`src/rtl/dac_pkg.sv`:
```
package dac_pkg;

  // Per-domain mode codes; the values are fixed by the register layout
  typedef enum logic [1:0] {
    DM_NONE    = 2'b00,
    DM_CLIENT  = 2'b01,
    DM_RSVD    = 2'b10,
    DM_MANAGER = 2'b11
  } dom_mode_e;

  // Client-mode permission codes
  typedef enum logic [1:0] {
    AP_DENY     = 2'b00,
    AP_PRIV_RW  = 2'b01,
    AP_USER_RO  = 2'b10,
    AP_OPEN     = 2'b11
  } ap_code_e;

  typedef struct packed {
    logic allow;
    logic dom_fault;
    logic perm_fault;
  } verdict_t;

endpackage

```
`src/rtl/dac_mode_sel.sv`:
```
module dac_mode_sel
  import dac_pkg::*;
#(
  parameter int NUM_DOMAINS = 16,
  parameter int MODE_W      = 2,
  localparam int REG_W      = NUM_DOMAINS * MODE_W,
  localparam int DOM_W      = (NUM_DOMAINS > 1) ? $clog2(NUM_DOMAINS) : 1
) (
  input  logic [REG_W-1:0] ctrl,
  input  logic [DOM_W-1:0] dom,
  output dom_mode_e        mode
);

  logic [MODE_W-1:0] fields [NUM_DOMAINS];

  // Split the register into one mode field per domain
  for (genvar g = 0; g < NUM_DOMAINS; g++) begin : g_field
    assign fields[g] = ctrl[g*MODE_W +: MODE_W];
  end

  assign mode = dom_mode_e'(fields[dom]);

endmodule

```
`config.mk`:
```
export PLATFORM = sky130hd
export DESIGN_NAME = dac_mode_sel
export DESIGN_NICKNAME = d
export VERILOG_FILES = /design/src/rtl/dac_pkg.sv /design/src/rtl/dac_mode_sel.sv
export SDC_FILE = /design/constraint.sdc
export NUM_CORES = 1
export LEC_CHECK = 0
export CAP_MARGIN = 10
export CORE_AREA = 2 2 39 41
export DETAILED_ROUTE_END_ITERATION = 7
export DIE_AREA = 0 0 41 43
export GPL_TIMING_DRIVEN = 0
export PLACE_DENSITY = 0.7
export SYNTH_ARGS = -nofsm -noshare
export SYNTH_HDL_FRONTEND = slang
export SYNTH_SLANG_ARGS = --single-unit
```
`constraint.sdc`:
```
create_clock -name vclk -period 2.4
set_input_delay 0.6 -clock vclk [all_inputs]
set_output_delay 0.6 -clock vclk [all_outputs]
set_load 0.01 [all_outputs]
```
# Word-level counts from Yosys, hierarchy flattened
# Cells that the tools add are included.
[totals]
regBits = 0
output_inout_bits = 2
[classes]
n_lt_le_gt_ge = 1
muxes = 3
bitwise = 1
[op_table]
columns = ["cell", "n"]
rows = [
  ["$bmux 2 s4", 1],
  ["$ge 5x5->1 const B", 1],
  ["$not 4->5", 1],
  ["$mux 2", 2],
]

# Logic depth before layout (Yosys ltp)
[logic_depth]
word_depth = 4
mapped_depth = 4
ltp_nobuf = 3

# Worst setup path after synthesis
# OpenSTA, ideal clock, no wires.
[synth_timing]
path_kind = "input to output"
start = "input dom[0]"
end = "output mode[0]"
t_arrival_ns = 1.530
path_slack_ns = 0.270
path_stages = 4
path_buffers = 1
path_cell_list = "buf_6 > mux4_2 > a22oi_1 > nand3_1"
[synth_between]
elab_chain_len = 4
[synth_rtl]
columns = ["element", "line_no", "rtl"]
rows = [
  ["start, declared", "dac_mode_sel.sv:10", "input logic [DOM_W-1:0] dom,"],
  ["$not 4->5 (not written as such)", "dac_mode_sel.sv:21", "assign mode = dom_mode_e'(fields[dom]);"],
  ["$bmux 2 s4", "dac_mode_sel.sv:21", ""],
  ["$mux 2 (not written as such) (2 in a row)", "dac_mode_sel.sv:21", ""],
  ["end, declared", "dac_mode_sel.sv:11", "output dom_mode_e mode"],
]
# Every way passes these cells. The select of a mux whose other input is x is not followed.

# Worst setup path after layout
[layout_timing]
start = "input ctrl[28]"
end = "output mode[0]"
[layout_between]
elab_chain_len = 3
[layout_rtl]
columns = ["element", "line_no", "rtl"]
rows = [
  ["start, declared", "dac_mode_sel.sv:9", "input logic [REG_W-1:0] ctrl,"],
  ["$bmux 2 s4", "dac_mode_sel.sv:21", ""],
  ["$mux 2 (not written as such) (2 in a row)", "dac_mode_sel.sv:21", ""],
]
# Every way passes these cells. The select of a mux whose other input is x is not followed.

==> impl_metrics.csv <==
group,metric,value,unit
run_status,outcome,"complete, no violations",
setup_path,crit_type,"in2out",
final_layout,area_growth,147,%
timing,finalSetupViolCount,0,
placement,placed_area,649,µm²
routing,viasPerCell,4.82,
timing,finalMaxSlewViolations,0,
floorplan,initial_core_util,19.4,%
setup_path,critPathArrivalTime,1.76,ns
final_layout,seq_area,0,µm²
placement,io_buffers,36,
cts,hold_buffers,0,
timing,tns,0,ns
routing,drt-total-wl,923,µm
final_layout,final_common_cell,"clkdlybuf4s50_1",
placement,dpl.cell_count,73,
cts,postCtsSetupRepairBufs,0,
power,peakVddDrop,0.0000631,V
setup_path,timing.critical_path.cells,"clkdlybuf4s50_1 -> mux4_2 -> nand3_2 -> nand3_2 -> buf_6",
routing,firstDrtPassIters,2,
placement,gp_congestion,0.663,
routing,wire_per_inst,12.6,µm
routing,vias,352,
grt,antenna_found_initial,0,
final_layout,fillers,140,
setup_path,slowest_delay,0.47,ns
floorplan,ios,38,
final_layout,antenna_cells,0,
setup_path,crit_path_max_fanout,1,
routing,drt_iter0_markers,8,
yosys,syn_avg_cell_area,12.8,µm²
setup_path,worst-path-buf-inv,2,
timing,tightest_slew,0.226,ns
floorplan,die_x,41,µm
yosys,synth_nets,57,
yosys,yosysSeqAreaShare,0,%
grt,grt_overflow,0,
timing,hold_viol_final,0,
power,leakage,0.305,nW
grt,grt_pass1_wl,1480,µm
setup_path,critPathTopFamily,"buffers and inverters",
final_layout,clkbuf_count,0,
routing,drc_errors,0,
grt,grt_usage,11.3,%
final_layout,final_area,666,µm²
floorplan,die_h,43,µm
setup_path,cp_common_cell,"nand3_2",
placement,hpwl,745,µm
setup_path,cp-start-kind,"primary input",
final_layout,layout_common_cells,"15 x clkdlybuf4s50_1, 14 x dlygate4sd2_1, 8 x mux4_2",
yosys,synthesis.area,269,µm²
timing,fin_ws,0.0431,ns
timing,whs,1.75,ns
setup_path,slowest_stage,"mux4_2",
hold_path,hp-class,"in2out",
timing,clock.fmax,0.424,GHz
floorplan,die-area,0.00176,mm²
timing,finalCritPeriodShare,98.2,%
setup_path,critPathRequiredTime,1.80,ns
yosys,ys_warn_count,0,
final_layout,fin_cells,73,
final_layout,seq_cells,0,
grt,grt_pass1_vias,350,
yosys,synthDistinctLibCells,9,
yosys,synthCells,21,
grt,grt_max_degree,9,
final_layout,fin_nets,95,
placement,dp_slack,-0.482,ns
power,cellPowerDensity,166,mW/mm²
routing,ant_nets,0,
floorplan,row_count,14,
timing,max_slew_margin,84.9,%
floorplan,core_area,0.00138,mm²
setup_path,end_kind,"output pin",
timing,period_minus_slack,2.36,ns
final_layout,final_layout_size_suffix_gt1_share,33.3,%
flow_run,maxCapViolCount,0,
## tightest hold or removal path, delay by kind of cell
kind,cells,cell delay (ns)
multiplexers,1,0.23
buffers and inverters,2,0.17
AND/OR/NAND/NOR,1,0.08
AO/OA/AOI/OAI,1,0.07
## cells by family (layout without fill, tap and decap cells)
kind of cell           after synthesis  after routing  share of synthesized area (%)
AOI/OAI and AO/OA                    2              2                           5.58
buffers and inverters                2             38                           5.58
and+or+nand+nor                      9              9                           16.3
muxes                                8              8                           72.6
## area by class of cell
type | count | area, µm² | area share [%]
Timing Repair Buffer | 36 | 358 | 53.8
Tap cell | 16 | 20.0 | 3.01
Multi-Input combinational cell | 19 | 272 | 40.8
Buffer | 2 | 16.3 | 2.44
## final timing paths
check                 from  cells past startpoint      end  slack (ns)
setup / recovery  ctrl[28]                      5  mode[0]        0.04
hold / removal     ctrl[8]                      5  mode[0]        1.75
## per-layer routing
layer  up-vias  part of all wire (%)  track usage [%]  wire length [µm]
li1        165                     -                -                 -
met1       167                    39             16.6               358
met2        20                    54             19.1               495
met3         0                   7.5            0.524                69
met4         0                     0                0                 0
met5         -                     0                0                 0
## metrics by stage
| stage | power, mW | utilization, % |
|---|---|---|
| 3_3_place_gp | 0.107 | 46.9 |
| 6_report | 0.110 | 48.1 |
| 5_1_grt | 0.119 | 48.1 |
| 3_5_place_dp | 0.108 | 46.9 |
| 4_1_cts | 0.0995 | 45.4 |
| 2_1_floorplan | 0.0399 | - |
## synth_stat cells
cell type | n | area (µm²)
mux4_1 | 4 | 105
nand2_1 | 2 | 7.51
nor2b_1 | 2 | 12.5
nand3_1 | 4 | 20.0
buf_6 | 1 | 11.3
nor2_1 | 1 | 3.75
a22oi_1 | 2 | 15.0
clkbuf_1 | 1 | 3.75
mux4_2 | 4 | 90.1
## power by group
group / total, mW / internal [mW] / switching (mW)
combinational: 0.110 / 0.0770 / 0.0332
sequential: 0 / 0 / 0
clock: 0 / 0 / 0
total: 0.110 / 0.0770 / 0.0332
## timing repair
action	CTS	global route
pin swaps	5	4
resized for setup	25	17
endpoints found under the setup margin	2	2
gates cloned	0	0
(Power assumes the default switching activity.)
